--- src/rtl/evt_gpio_pkg.sv ---
package evt_gpio_pkg;
  localparam int unsigned NPINS = 16;

  typedef enum logic [1:0] {
    IN_FOLLOW = 2'd0,
    IN_LATCH  = 2'd1,
    IN_SHIFT  = 2'd2,
    IN_HOLD   = 2'd3
  } in_mode_e;

  // wr_sel fields
  localparam int unsigned SEL_BUF_BIT = 2;
  localparam int unsigned SEL_VAL_BIT = 1;
  localparam int unsigned SEL_TGL_BIT = 0;
endpackage

--- src/rtl/evt_gpio_rstsync.sv ---
module evt_gpio_rstsync #(
  parameter int unsigned STAGES = 2
) (
  input  logic clk,
  input  logic rst_n,
  output logic rst_sync_n
);
  logic [STAGES-1:0] chain_q;

  always_ff @(posedge clk or negedge rst_n) begin
    if (!rst_n) chain_q <= '0;
    else        chain_q <= {chain_q[STAGES-2:0], 1'b1};
  end

  assign rst_sync_n = chain_q[STAGES-1];
endmodule

--- src/rtl/evt_gpio_bufreg.sv ---
module evt_gpio_bufreg #(
  parameter int unsigned W = 16
) (
  input  logic         clk,
  input  logic         rst_n,
  input  logic         live_we,
  input  logic         buf_we,
  input  logic         tgl,
  input  logic [W-1:0] data,
  input  logic         commit,
  output logic [W-1:0] live_q,
  output logic         dirty_q
);
  logic [W-1:0] shadow_q, shadow_d, live_d;
  logic         mode_tgl_q, mode_tgl_d, dirty_d, upd_en;

  always_comb begin
    live_d     = live_q;
    shadow_d   = shadow_q;
    mode_tgl_d = mode_tgl_q;
    dirty_d    = dirty_q;
    if (live_we) begin
      live_d     = tgl ? (live_q ^ data) : data;
      shadow_d   = live_d;
      mode_tgl_d = 1'b0;
      dirty_d    = 1'b0;
    end else if (dirty_q) begin
      if (commit) begin
        live_d  = mode_tgl_q ? (live_q ^ shadow_q) : shadow_q;
        dirty_d = 1'b0;
      end
    end else if (buf_we) begin
      shadow_d   = data;
      mode_tgl_d = tgl;
      dirty_d    = 1'b1;
    end
  end

  assign upd_en = live_we | buf_we | commit;

  always_ff @(posedge clk or negedge rst_n) begin
    if (!rst_n) begin
      live_q     <= '0;
      shadow_q   <= '0;
      mode_tgl_q <= 1'b0;
      dirty_q    <= 1'b0;
    end else if (upd_en) begin
      live_q     <= live_d;
      shadow_q   <= shadow_d;
      mode_tgl_q <= mode_tgl_d;
      dirty_q    <= dirty_d;
    end
  end
endmodule

--- src/rtl/evt_gpio_insample.sv ---
module evt_gpio_insample
  import evt_gpio_pkg::*;
#(
  parameter int unsigned W         = 16,
  parameter int unsigned SHIFT_PIN = 1
) (
  input  logic         clk,
  input  logic         rst_n,
  input  logic [1:0]   mode,
  input  logic         ev1,
  input  logic [W-1:0] pad_in,
  input  logic         rd_buf,
  output logic [W-1:0] in_q,
  output logic         wake_q,
  output logic         stall
);
  logic [W-1:0] in_d;
  logic         in_en, pin0_q, wake_d, fresh_q, fresh_d;

  always_comb begin
    in_d  = in_q;
    in_en = 1'b0;
    unique case (in_mode_e'(mode))
      IN_FOLLOW: begin in_d = pad_in; in_en = 1'b1; end
      IN_LATCH:  begin in_d = pad_in; in_en = ev1;  end
      IN_SHIFT:  begin in_d = {in_q[W-2:0], pad_in[SHIFT_PIN]}; in_en = ev1; end
      default:   begin in_d = in_q;   in_en = 1'b0; end
    endcase
    wake_d  = (in_mode_e'(mode) == IN_FOLLOW) && (pad_in[0] != pin0_q);
    fresh_d = rd_buf & ev1;
  end

  always_ff @(posedge clk or negedge rst_n) begin
    if (!rst_n) in_q <= '0;
    else if (in_en) in_q <= in_d;
  end

  always_ff @(posedge clk or negedge rst_n) begin
    if (!rst_n) begin
      pin0_q  <= 1'b0;
      wake_q  <= 1'b0;
      fresh_q <= 1'b0;
    end else begin
      pin0_q  <= pad_in[0];
      wake_q  <= wake_d;
      fresh_q <= fresh_d;
    end
  end

  assign stall = rd_buf & ~fresh_q;
endmodule

--- src/rtl/evt_gpio_ctrl.sv ---
module evt_gpio_ctrl
  import evt_gpio_pkg::*;
#(
  parameter int unsigned W         = NPINS,
  parameter int unsigned SHIFT_PIN = 1
) (
  input  logic         clk,
  input  logic         rst_n,
  input  logic         wr_en,
  input  logic [2:0]   wr_sel,
  input  logic [W-1:0] wr_data,
  output logic         wr_stall,
  output logic         dir_dirty,
  output logic         out_dirty,
  input  logic         ev0,
  input  logic         ev1,
  input  logic [1:0]   in_mode,
  input  logic         in_rd_buf,
  output logic         in_stall,
  output logic [W-1:0] in_data,
  input  logic [W-1:0] pad_in,
  output logic [W-1:0] pad_out,
  output logic [W-1:0] pad_oe,
  output logic         wake
);
  localparam int unsigned NREG = 2;

  logic rst_sync_n;
  logic is_buf, is_tgl;
  logic [NREG-1:0] hit, dirty;
  logic [W-1:0]    live [NREG];

  evt_gpio_rstsync #(.STAGES(2)) i_rstsync (
    .clk(clk), .rst_n(rst_n), .rst_sync_n(rst_sync_n)
  );

  assign is_buf = wr_sel[SEL_BUF_BIT];
  assign is_tgl = wr_sel[SEL_TGL_BIT];

  // index 0: output enables, index 1: output values
  for (genvar g = 0; g < NREG; g++) begin : g_reg
    assign hit[g] = wr_en && (wr_sel[SEL_VAL_BIT] == 1'(g));
    evt_gpio_bufreg #(.W(W)) i_bufreg (
      .clk     (clk),
      .rst_n   (rst_sync_n),
      .live_we (hit[g] & ~is_buf),
      .buf_we  (hit[g] & is_buf),
      .tgl     (is_tgl),
      .data    (wr_data),
      .commit  (ev0),
      .live_q  (live[g]),
      .dirty_q (dirty[g])
    );
  end

  assign pad_oe    = live[0];
  assign pad_out   = live[1];
  assign dir_dirty = dirty[0];
  assign out_dirty = dirty[1];
  assign wr_stall  = |(hit & dirty) & is_buf;

  evt_gpio_insample #(.W(W), .SHIFT_PIN(SHIFT_PIN)) i_insample (
    .clk    (clk),
    .rst_n  (rst_sync_n),
    .mode   (in_mode),
    .ev1    (ev1),
    .pad_in (pad_in),
    .rd_buf (in_rd_buf),
    .in_q   (in_data),
    .wake_q (wake),
    .stall  (in_stall)
  );
endmodule

--- config.mk ---
export PLATFORM = sky130hd
export DESIGN_NAME = evt_gpio_ctrl
export DESIGN_NICKNAME = d
export VERILOG_FILES = /design/src/rtl/evt_gpio_pkg.sv /design/src/rtl/evt_gpio_rstsync.sv /design/src/rtl/evt_gpio_bufreg.sv /design/src/rtl/evt_gpio_insample.sv /design/src/rtl/evt_gpio_ctrl.sv
export SDC_FILE = /design/constraint.sdc
export NUM_CORES = 1
export LEC_CHECK = 0
export ABC_AREA = 1
export ABC_CLOCK_PERIOD_IN_PS = 2700
export BUFFER_PORTS_ARGS = -buffer_cell sky130_fd_sc_hd__buf_2
export CORE_MARGIN = 5
export CORE_UTILIZATION = 52
export DETAILED_ROUTE_END_ITERATION = 6
export GPL_ROUTABILITY_DRIVEN = 0
export PLACE_DENSITY = 0.79
export SKIP_LAST_GASP = 1
export SLEW_MARGIN = 20
export SYNTH_ARGS = -nofsm -noshare
export SYNTH_HDL_FRONTEND = slang
export SYNTH_HIERARCHICAL = 1
export SYNTH_SLANG_ARGS = --single-unit
--- constraint.sdc ---
create_clock -name clk -period 2.7 [get_ports clk]
set_input_delay 0.27 -clock clk [delete_from_list [all_inputs] [get_ports clk]]
set_output_delay 0.27 -clock clk [all_outputs]
set_load 0.03 [all_outputs]
# ---- Word level (Yosys, flattened, before mapping)
# Cells that the tools add are included.
dict set report totals {
  output_inout_bits 53
  elab_cells 87
  input_bits 43
  regBits 89
}
dict set report classes {
  eq_ne 5
  mux 31
  n_reduce_logical 19
  n_bitwise 19
}
# cell count
set ops {}
lappend ops {{2-to-1 mux 16 bit} 16}
lappend ops {{XOR 16 bit} 4}
lappend ops {{one-hot mux 16 bit (2 select lines)} 1}
lappend ops {{nonzero test 2 bit} 7}
lappend ops {{2-to-1 mux 1 bit} 13}
lappend ops {{AND reduction 3 bit} 4}
lappend ops {{AND 1 bit} 7}
lappend ops {{OR reduction 2 bit} 3}
lappend ops {{inequality test 2 x 1 -> 1 bit, second input constant} 2}
lappend ops {{bitwise OR 1 bit} 4}
lappend ops {{logical AND 1 bit} 3}
lappend ops {{inverter 1 bit} 3}
lappend ops {{AND 2 bit} 1}
lappend ops {{== test 2 x 1 -> 1 bit, second input constant} 1}
lappend ops {{== test 2 bit, second input constant} 1}
lappend ops {{zero test 2 bit} 1}
lappend ops {{one-hot mux 1 bit (2 select lines)} 1}
lappend ops {{AND reduction 2 bit} 1}
lappend ops {{inequality test 1 bit} 1}

# ---- Logic depth before layout (Yosys ltp)
# Gate-level depths: netlist (run 1).
dict set report logic_depth {
  depth_word 6
  depth_mapped 10
  mapped_depth_nobuf 8
}

# ---- By module
# Netlist (run 1), hierarchy kept.
# mod cells_each n_inst area_each_um2 seq_area_each_um2
set modules_own_cells {}
lappend modules_own_cells {evt_gpio_bufreg 335 2 2270.9 850.8}
lappend modules_own_cells {evt_gpio_insample 139 1 1098.6 475.5}
lappend modules_own_cells {evt_gpio_rstsync 3 1 53.8 50.0}
lappend modules_own_cells {evt_gpio_ctrl 11 1 46.3 0.0}

# ---- Worst setup path after synthesis (run 1)
# OpenSTA, ideal clock, no wires.
dict set report synth_path {
  path_kind {reg2reg}
  startpoint {register g_reg[1].i_bufreg.dirty_q}
  endpoint {register g_reg[1].i_bufreg.live_q[13]}
  stages_incl_launch_ff 7
  t_arrival_ns 1.116
  required_ns 2.583
  n_path_buf 1
  setup_ns 0.117
  path_slack_ns 1.467
  period_less_slack_ns 1.233
  path_cell_list {dfrtp_1 > nand2_1 > nand2_8 > inv_8 > buf_8 > nand2_1 > nand2_1}
}
dict set report synth_via {
  elab_chain_cells 2
}
# item line
set synth_rtl {}
lappend synth_rtl {{start, declared} evt_gpio_bufreg.sv:12} ;# output logic dirty_q
lappend synth_rtl {{start signal, assigned} evt_gpio_bufreg.sv:51} ;# dirty_q <= dirty_d;
lappend synth_rtl {{nonzero test 2 bit (no line)} -}
lappend synth_rtl {{AND reduction 3 bit (no line)} -}
lappend synth_rtl {{end signal, assigned} evt_gpio_bufreg.sv:48} ;# live_q <= live_d;
lappend synth_rtl {{end, declared} evt_gpio_bufreg.sv:11} ;# output logic [W-1:0] live_q,
# No other way between the ends.
# A chain may end at the register's enable or synchronous reset.

# ---- Final worst setup path (run 1)
dict set report layout_path {
  startpoint {register g_reg[0].i_bufreg.mode_tgl_q}
  endpoint {register g_reg[0].i_bufreg.live_q[5]}
}
dict set report layout_via {
  elab_chain_cells 4
}
# item line
set layout_rtl {}
lappend layout_rtl {{start, declared} evt_gpio_bufreg.sv:15} ;# logic mode_tgl_q, mode_tgl_d, dirty_d, upd_en;
lappend layout_rtl {{start signal, assigned} evt_gpio_bufreg.sv:50} ;# mode_tgl_q <= mode_tgl_d;
lappend layout_rtl {{2-to-1 mux 16 bit} evt_gpio_bufreg.sv:29} ;# live_d = mode_tgl_q ? (live_q ^ shadow_q) : shadow_q;
lappend layout_rtl {{2-to-1 mux 16 bit} evt_gpio_bufreg.sv:28} ;# if (commit) begin
lappend layout_rtl {{2-to-1 mux 16 bit} evt_gpio_bufreg.sv:27} ;# end else if (dirty_q) begin
lappend layout_rtl {{2-to-1 mux 16 bit} evt_gpio_bufreg.sv:22} ;# if (live_we) begin
lappend layout_rtl {{end signal, assigned} evt_gpio_bufreg.sv:48}
lappend layout_rtl {{end, declared} evt_gpio_bufreg.sv:11}
# No other way between the ends. The select of a mux whose other input is x is not followed.

==> out/qor.yml, run 1 <==
ioPinCount: 96
setup_slack_ps: 1133
clk_latency_ps: 360
avgRoutedWirePerCell_um: 12.68
synthFlopType: "dfrtp_1"
cts_made_buffers: 9
worst_pin_slew_ps: 709.8
start_util_pct: 52.95
design_area_um2: 6261
total_leakage_power_uw: 0.003504
m1WireLength_mm: 6.059
vias: 5319
mostFrequentLayoutCells: "nand2_1, nand3_1, buf_2"
path_clk_slew_ps: 90
rows: 38
cp_max_fo: 22
internal_power_uw: 2812
switching_share_pct: 43.93
layout.nets: 944
ys_async_sr_fraction_pct: 100.0
die_area_um2: 13240
rsz0062_at_grt: "no"
p_per_area_nw_per_um2: 801.0
worstHoldPathCells: 1
worstRegToRegCells: 6
dr_wl_met2_mm: 5.924
overflow: 0
vdd_drop_max_v: 0.0003806
fillers: 1072
grt.total_usage_pct: 21.11
place_hpwl_mm: 8.877
yosysWarningCount: 6
final_common_cell: "nand2_1"
p_clk_share_pct: 20.6
clockRootBuffer: "clkbuf_8"
cts_tree: "built"
skew_ps: 9.899
antenna_found_initial: 0
status: "complete, no violations"
finalHoldViolations: 0
crit_path_start_kind: "flop"
ys_seq_area_share_pct: 38.80
synth.net_count: 870
cts_setup_buffers: 0
cts.sinks: 89
via_per_inst: 5.105
die_h_um: 115.1
die_width_um: 115.1
min_from: "pad_in[0]"
core_region_area_um2: 10840
slowest_stage: "dfrtp_1"
synth_seq_cells: 89
fin_crit_ps: 1567
finalMaxSlewViolations: 0
routed.top_layer: "met4"
post-route-period-util_pct: 58.03
final.setup.tns_ps: 0
regArea_um2: 2231
diodes: 0
critPathMaxStageDelay_ps: 810
detail-route-antenna-nets: 0
min_to: "i_insample/pin0_q"
fmaxAchievable_mhz: 638.2
r2r-start: "g_reg[0].i_bufreg/mode_tgl_q"
switchingPower_uw: 2203
met3_length_mm: 1.072
h-tree-depth: 3
path_cells: "buf_4 -> nand3_1 -> nand3_1 -> nand2_1 -> nand2_1 -> nand2_1"
syn_area_um2: 5741
synthCells: 823
power_frac_comb_pct: 36.5
synth_cell_types: 22
grt_max_degree: 67
multi_input_area_um2: 2759
cp.arrival_ps: 1820
grt_pass1_vias: 4959
drt_pass1_iterations: 5
relSlewSlack_pct: 52.68
syn_to_final_growth_pct: 9.067
portBuffers: 95
placed_area_um2: 6033
grt_pass1_wl_mm: 23.05
cts_buffer_depth: 2
wl_mm: 13.21
syn_area_per_cell_um2: 6.975
cp-end-kind: "flop"
setup_violations: 0
synth_edf_count: 0
drc: 0
drtIter0Drc: 437
pre_cts_ws_ps: 1152
drive_above_1_share_pct: 15.74
ff2ff_setup_slack_ps: 1130
crit_type: "reg2reg"
hold_class: "in2reg"
pwr-share-seq_pct: 43.0
cpMostUsedCell: "nand2_1"
crit_required_ps: 2950
cap_violations: 0
r2r_end: "g_reg[0].i_bufreg/live_q[5]"
[flip-flops by register name, indices dropped and copies added (netlist names)]
signal / cells
g.i_bufreg/dirty_q: 2
g.i_bufreg/live_q: 32
g.i_bufreg/mode_tgl_q: 2
g.i_bufreg/shadow_q: 32
i_insample/wake_q: 1
i_insample/pin0_q: 1
i_insample/in_q: 16
i_insample/fresh_q: 1
i_rstsync/chain_q: 2
[cell type report]
class,instances,share of cell area [%]
clock buffer,10,2.038
sequential,89,35.63
timing repair buffer,103,8.793
tap,140,2.798
multi-input combinational,616,44.06
clock inverter,6,1.439
inverter,78,5.236
[power by group through the flow]
stage               registers (µW)  clock network, µW  logic (µW)
detailed placement            2170                  0        1840
global placement              2170                  0        1810
CTS                           2150               1060        1850
floorplan                     2560                  0         952
finish                        2150               1030        1830
global route                  2230               1120        2060
[cells by family after synthesis]
logic type	Yosys count	synth area share [%]
AOI/OAI and AO/OA	66	5.754
adders and majority gates	4	0.8719
and+or+nand+nor	544	41.22
xor gates and xnor gates	1	0.1526
buffers and inverters	118	13.14
other	1	0.06533
DFF	89	38.80
[worst max-delay path by stage]
stage	startpoint	to	slack, ps	depth (start not counted)
floorplan	i_rstsync/chain_q[1]	g_reg[0].i_bufreg/dirty_q	40	0
global placement	wr_sel[1]	g_reg[0].i_bufreg/live_q[5]	1200	9
detailed placement	g_reg[0].i_bufreg/mode_tgl_q	g_reg[0].i_bufreg/live_q[5]	1150	6
CTS	g_reg[0].i_bufreg/mode_tgl_q	g_reg[0].i_bufreg/live_q[5]	1140	6
global route	g_reg[0].i_bufreg/mode_tgl_q	g_reg[0].i_bufreg/live_q[5]	980	6
finish	g_reg[0].i_bufreg/mode_tgl_q	g_reg[0].i_bufreg/live_q[5]	1130	6
[per-stage QoR]
stage                     total power (µW)  util [%]  std cells  hold slack (ps)
after floorplan                       3516         -        823           -25.59
after global placement                3983     55.66       1025            56.24
after detailed placement              4016     55.66       1025            57.19
after CTS                             5064     57.76       1042            49.46
after global routing                  5412     57.76       1042            48.01
final                                 5015     57.76       1042            70.72
[synthesized netlist by cell type, types with 2 or more instances]
master | n | share of area, %
nand2_2 | 10 | 1.1
buf_6 | 26 | 5.1
a21oi_1 | 32 | 2.8
dfrtp_1 | 89 | 39
nand4_1 | 2 | 0.22
ha_1 | 4 | 0.87
nand3_1 | 146 | 13
nor2_1 | 42 | 2.7
nand2_1 | 335 | 22
buf_4 | 10 | 1.3
buf_8 | 3 | 0.78
o21ai_1 | 8 | 0.70
inv_1 | 73 | 4.8
nand2_8 | 4 | 1.4
inv_8 | 4 | 0.78
nand2_4 | 4 | 0.78
o21ai_0 | 26 | 2.3
[critical path, delay by kind of cell (launching register included)]
kind	cells	cell delay, ps
flops	1	810
simple gates	5	350
buf+inv	1	310
[timing repair]
item / in CTS / in global routing
hold buffers: 1 / 0
resized for setup: 0 / 0
endpoints found under the hold margin: 2 / 0
[layer usage]
layer / GRT usage [%] / vias up
met4: 5.947 / 0
li1: - / 2743
met2: 34.07 / 178
met5: 0 / -
met3: 4.368 / 17
met1: 28.93 / 2381
(Power assumes the default switching activity.)
==> run 2: changes to the inputs <==
- ABC_CLOCK_PERIOD_IN_PS: 2700 -> 1300
- clock period: 2.7 -> 1.3 ns (I/O delays scaled with it)
==> run 2 against run 1 <==
  * Critical path depth decreased by 3
  * Sequential cell count unchanged
  * Die area unchanged
  * Global-route usage increased by 0.88 points
  * Combinational power increased by 120%
  * First-iteration DRC count increased by 17%
  * Hold slack improved by 9.3 ps
  * Core utilization increased by 1.6 points
  * Sequential share of layout area decreased by 0.96 points
  * Via count increased by 1.9%
  * Total power increased by 110%
==> out/qor.yml, run 2 (same netlist as run 1, synthesis figures left out) <==
post-route-period-util_pct: 94.37
ioPinCount: 96  # unchanged
crit_path_start_kind: "flop"
path_clk_slew_ps: 90  # about the same
die_area_um2: 13240  # unchanged
grt_pass1_vias: 5068  # +2.2%
final_cells: 1052  # +0.96%
die_width_um: 115.1  # unchanged
cts_setup_buffers: 0  # unchanged
drive_above_1_share_pct: 16.45  # +0.70 points
fillers: 1030  # -3.9%
skew_ps: 9.196  # -0.7034 ps
die_h_um: 115.1  # unchanged
hold_class: "in2async"
setup_violations: 0  # unchanged
portBuffers: 95  # unchanged
total_leakage_power_uw: 0.003575  # +2.0%
final_common_cell: "nand2_1"
cap_violations: 0  # unchanged
cts_made_buffers: 9  # unchanged
switching_share_pct: 43.32  # -0.61 points
reg_top3: "g.i_bufreg/live_q (32), g.i_bufreg/shadow_q (32), i_insample/in_q (16)"
vdd_drop_max_v: 0.0008951  # +140%
cp.arrival_ps: 1100  # -720 ps
grt.total_usage_pct: 21.99  # +0.88 points
avgRoutedWirePerCell_um: 13.40  # +5.7%
drt_pass1_iterations: 6  # +1
cp_max_fo: 5  # -77%
cts.sinks: 89  # unchanged
detail-route-antenna-nets: 0  # unchanged
clockRootBuffer: "clkbuf_8"
final_util_pct: 59.40  # +1.6 points
pre_cts_ws_ps: 43.99  # -1108 ps
antenna_found_initial: 0  # unchanged
h-tree-depth: 3  # unchanged
dp_cells: 1032  # +0.68%
finalMaxSlewViolations: 0  # unchanged
crit_type: "reg2out"
drc: 0  # unchanged
start_util_pct: 52.95  # unchanged
mostFrequentLayoutCells: "nand2_1, nand3_1, buf_2"
wl_mm: 14.10  # +6.8%
grt_pass1_wl_mm: 23.82  # +3.3%
p_per_area_nw_per_um2: 1647  # +110%
power_frac_comb_pct: 37.6  # +1.1 points
overflow: 0  # unchanged
diodes: 0  # unchanged
place_hpwl_mm: 9.470  # +6.7%
clk_latency_ps: 350  # about the same
via_per_inst: 5.150  # +0.89%
status: "complete, no violations"
crit_required_ps: 1170  # -1780 ps
switchingPower_uw: 4593  # +110%
rows: 38  # unchanged
core_region_area_um2: 10840  # unchanged
fmaxAchievable_mhz: 815.2
cts_buffer_depth: 2  # unchanged
syn_to_final_growth_pct: 12.16
fin_total_pwr_uw: 10600  # +110%
grt_max_degree: 38  # -43%
ff2ff_setup_slack_ps: 130  # -1000 ps
vias: 5418  # +1.9%
internal_power_uw: 6009  # +110%
final.setup.tns_ps: 0  # unchanged
finalHoldViolations: 0  # unchanged
setup_slack_ps: 73.25  # -1060 ps
cp-end-kind: "output port"
pwr-share-seq_pct: 41.8  # -1.2 points
layout.nets: 954  # +1.1%
fin_crit_ps: 1227
cts_tree: "built"
drtIter0Drc: 511  # +17%
p_clk_share_pct: 20.6  # about the same
[run 2: metrics by stage]
step,cell area [µm²],hold WS [ps]
floorplan,5744,-165.6
global placement,6161,-85.22
detailed placement,6161,-83.19
CTS,6431,58.44
global route,6439,69.55
finish,6439,80.03
[run 2: power groups by stage]
stage | logic [µW] | registers, µW | clock network (µW)
5_1_grt | 4450 | 4570 | 2360
3_5_place_dp | 3990 | 4460 | 0
4_1_cts | 4020 | 4420 | 2230
2_1_floorplan | 1980 | 5330 | 0
6_report | 3990 | 4430 | 2180
3_3_place_gp | 3910 | 4420 | 0
[run 2: worst max-delay path: stages (launching register included)]
cell     delay [ps]
dfrtp_1         420
nand4_1         110
nand2_1          80
buf_6           130
[run 2: worst paths after layout]
path / start / endpoint / depth (start not counted)
setup / recovery: g_reg[0].i_bufreg/dirty_q / wr_stall / 3
hold / removal: rst_n / i_rstsync/chain_q[1] / 2
setup reg to reg: g_reg[0].i_bufreg/dirty_q / g_reg[0].i_bufreg/shadow_q[3] / 5
hold reg to reg: i_rstsync/chain_q[1] / g_reg[1].i_bufreg/live_q[8] / 0
max in group asynchronous: i_rstsync/chain_q[1] / g_reg[1].i_bufreg/dirty_q / 1
min in group clk: pad_in[2] / i_insample/in_q[2] / 5
[run 2: what timing repair did]
| item | 4_1_cts | 5_1_grt |
|---|---|---|
| setup endpoints to repair | 0 | 3 |
| endpoints found under the hold margin | 4 | 0 |
| gates resized for setup | 0 | 4 |
| hold buffers | 4 | 0 |
[run 2: cell type report]
| type | count | area, µm² | share of cell area (%) |
|---|---|---|---|
| clock inverter | 4 | 75.07 | 1.166 |
| sequential | 89 | 2232 | 34.67 |
| tap | 140 | 175.2 | 2.721 |
| inverter | 78 | 327.8 | 5.091 |
| multi-input combinational | 616 | 2759 | 42.85 |
| timing repair buffer | 113 | 714.4 | 11.10 |
| clock buffer | 12 | 155.1 | 2.410 |
[run 2: metal layers]
metal | GRT usage [%] | vias up | share of wire, %
met5 | 0 | - | 0
met4 | 5.243 | 0 | 0.95
met3 | 3.789 | 9 | 7.1
met2 | 37.92 | 173 | 48
met1 | 28.91 | 2468 | 44
li1 | - | 2768 | -
==> run 3: changes to the inputs <==
- ABC_AREA: 1 -> 0
- CORE_UTILIZATION: 52 -> 51
- PLACE_DENSITY: 0.79 -> 0.77
- REMOVE_ABC_BUFFERS: default -> 1
==> run 3 against run 2 <==
  * Critical path type unchanged
  * Via count down 17%
  * Core utilization rose by 4.2 points
  * Sequential share of layout area is 0.80 points lower
  * Non-clock buffer count is 18 higher
  * Sequential power increased by 10%
  * Global-route usage decreased by 0.21 points
  * Largest cell class unchanged
  * Design area rose by 2.4%
  * Die area is 3.3% lower
  * Critical path depth unchanged
==> out/qor.yml, run 3 <==
vias: 4514  # -17%
syn_to_final_growth_pct: 21.41
yosysWarningCount: 6  # unchanged
mostFrequentLayoutCells: "buf_2, dfrtp_1, o21ai_0"
hold_class: "in2async"
overflow: 0  # unchanged
m1WireLength_mm: 6.064  # -2.1%
syn_area_um2: 5429  # -5.4%
worstRegToRegCells: 4  # -1
grt.total_usage_pct: 21.78  # -0.21 points
crit_required_ps: 1170  # about the same
cts.sinks: 89  # unchanged
core_region_area_um2: 10370  # -4.3%
synth_cell_types: 35  # +59%
die_h_um: 113.2  # -1.6%
status: "complete, no violations"
finalMaxSlewViolations: 0  # unchanged
wl_mm: 14.01  # -0.68%
met3_length_um: 860  # -14%
skew_ps: 14.23  # +5.034 ps
crit_start: "g_reg[1].i_bufreg/dirty_q"
cts_buffer_depth: 2  # unchanged
p_per_area_nw_per_um2: 1872  # +14%
synth_seq_cells: 89  # unchanged
die_width_um: 113.2  # -1.6%
synth_edf_count: 0  # unchanged
cts_made_buffers: 9  # unchanged
clockRootBuffer: "clkbuf_8"
grt_pass1_wl_mm: 22.89  # -3.9%
via_per_inst: 5.878  # +14%
critPathMaxStageDelay_ps: 450  # +30 ps
synthCells: 518  # -37%
clk_latency_ps: 360  # about the same
rsz0062_at_grt: "yes"
detail-route-antenna-nets: 0  # unchanged
fmaxAchievable_mhz: 773.5  # -5.1%
drtIter0Drc: 326  # -36%
ioPinCount: 96  # unchanged
place_hpwl_mm: 9.500  # +0.32%
cap_violations: 0  # unchanged
path_cells: "mux2i_1 -> nor2_1 -> buf_4"
start_util_pct: 52.35  # -0.60 points
h-tree-depth: 3  # unchanged
reg_top3: "g.i_bufreg/live_q (32), g.i_bufreg/shadow_q (32), i_insample/in_q (16)"
endpoint: "wr_stall"
layout.nets: 674  # -29%
post-route-period-util_pct: 99.44  # +5.1 points
yosysTopAreaCell: "dfrtp_1"
fin_crit_ps: 1293  # +66.02 ps
rows: 37  # -2.6%
yosys-top-cells-area: "dfrtp_1, mux2i_1, mux2_4, and3b_1, xor2_1"
antenna_found_initial: 0  # unchanged
crit_type: "reg2out"
yosysMostFrequentCell: "dfrtp_1"
slowest_stage: "dfrtp_2"
synthFlopType: "dfrtp_1"
cp-end-kind: "output port"
crit_path_start_kind: "flop"
r2r_end: "g_reg[0].i_bufreg/live_q[15]"
fin_total_pwr_uw: 12340  # +16%
placed_area_um2: 6220  # +0.95%
total_leakage_power_uw: 0.003286  # -8.1%
cts_tree: "built"
drc: 0  # unchanged
routed.top_layer: "met4"
path_clk_slew_ps: 90  # about the same
synth_top_area_share_pct: 41.02  # +2.2 points
r2r-start: "g_reg[0].i_bufreg/dirty_q"
drt_pass1_iterations: 4  # -2
final_common_cell: "buf_2"
grt_max_degree: 58  # +53%
yosys-top-cells-count: "dfrtp_1, o21ai_0, a21boi_0, and3b_1"
ys_async_sr_fraction_pct: 100.0  # unchanged
vdd_drop_max_v: 0.001100  # +23%
dr_wl_met2_mm: 6.894  # +1.8%
cp_max_fo: 6  # +1
cp.arrival_ps: 1160  # +60 ps
setup_violations: 0  # unchanged
die_area_um2: 12810  # -3.3%
timing.hold.ws_ps: 77.95  # -2.079 ps
syn_area_per_cell_um2: 10.48  # +50%
finalHoldViolations: 0  # unchanged
portBuffers: 95  # unchanged
grt_pass1_vias: 4725  # -6.8%
design_area_um2: 6591  # +2.4%
drive_above_1_share_pct: 30.85  # +14 points
avgRoutedWirePerCell_um: 18.24  # +36%
ff2ff_setup_slack_ps: 40  # -90 ps
diodes: 0  # unchanged
ys_seq_area_share_pct: 41.02  # +2.2 points
==> run 3: cell types whose count changed after synthesis, moves of 21 or more <==
cell | previous run | this run
buf_6 | 26 | 5
and3b_1 | 0 | 34
nand3_1 | 146 | 0
xor2_1 | 0 | 31
nand2_1 | 335 | 33
nor2_1 | 42 | 10
inv_1 | 73 | 4
a21boi_0 | 0 | 34
a21oi_1 | 32 | 2
a22oi_1 | 0 | 30
nor2b_1 | 0 | 31
mux2i_1 | 0 | 33
o211ai_1 | 0 | 32
==> run 3: worst min-delay path by stage <==
stage / start / end / slack, ps / cells past startpoint
6_report: rst_n / i_rstsync/chain_q[1] / 80 / 2
5_1_grt: rst_n / i_rstsync/chain_q[1] / 70 / 2
4_1_cts: rst_n / i_rstsync/chain_q[1] / 60 / 2
3_5_place_dp: rst_n / i_rstsync/chain_q[0] / -80 / 1
3_3_place_gp: rst_n / i_rstsync/chain_q[0] / -80 / 1
2_1_floorplan: rst_n / i_rstsync/chain_q[0] / -170 / 0
==> run 3: routing by layer <==
| metal | up-vias | global-route usage [%] |
|---|---|---|
| met5 | - | 0 |
| met4 | 0 | 6.891 |
| li1 | 2108 | - |
| met1 | 2264 | 27.22 |
| met2 | 126 | 37.16 |
| met3 | 16 | 5.348 |
==> run 3: through the flow <==
step / util [%] / setup TNS (ps) / worst slack [ps] / cells
6_report: 63.56 / 0 / 7.231 / 768
5_1_grt: 63.56 / -137.1 / -107.4 / 768
4_1_cts: 62.61 / -7.445 / -7.445 / 767
3_5_place_dp: 59.98 / -2613 / -161.3 / 747
3_3_place_gp: 59.98 / -1576 / -119.6 / 747
2_1_floorplan: - / -208510 / -2370 / 485
==> run 3: cell families (layout without fill, tap and decap cells) <==
family / Yosys count / count (layout) / synth area share, %
fa+ha+maj: 4 / 4 / 0.9219
flops: 89 / 89 / 41.02
simple gates: 120 / 120 / 13.71
compound gates: 171 / 171 / 20.81
mux: 65 / 65 / 14.10
xor+xnor: 31 / 31 / 5.001
other cells: 1 / 1 / 0.06907
buf+inv: 37 / 151 / 4.356
==> run 3: where the power goes <==
group          internal (µW)  switching, µW
registers               3710           1180
logic                   2180           3100
clock network           1140           1030
total                   7030           5310
==> run 3: final cells by class <==
| type | count | area [µm²] |
|---|---|---|
| Inverter | 4 | 15.01 |
| Fill cell | 861 | 3779 |
| Clock inverter | 6 | 90.09 |
| Clock buffer | 10 | 137.6 |
| Multi-Input combinational cell | 392 | 3035 |
| Sequential cell | 89 | 2232 |
| Tap cell | 136 | 170.2 |
| Timing Repair Buffer | 131 | 910.9 |
==> run 3: repair_timing <==
action,in CTS,in global routing
pin swaps,0,1
setup buffers,0,0
hold buffers,4,0
gates resized for setup,2,18
endpoints found under the setup margin,2,32
hold endpoints to repair,4,0
cloned,0,1
==> run 3: critical path: cells and delay by family (launching register included) <==
family                 cells  cell delay, ps
and+or+nand+nor            1              60
DFF                        1             450
muxes                      1             140
buffers and inverters      1             160
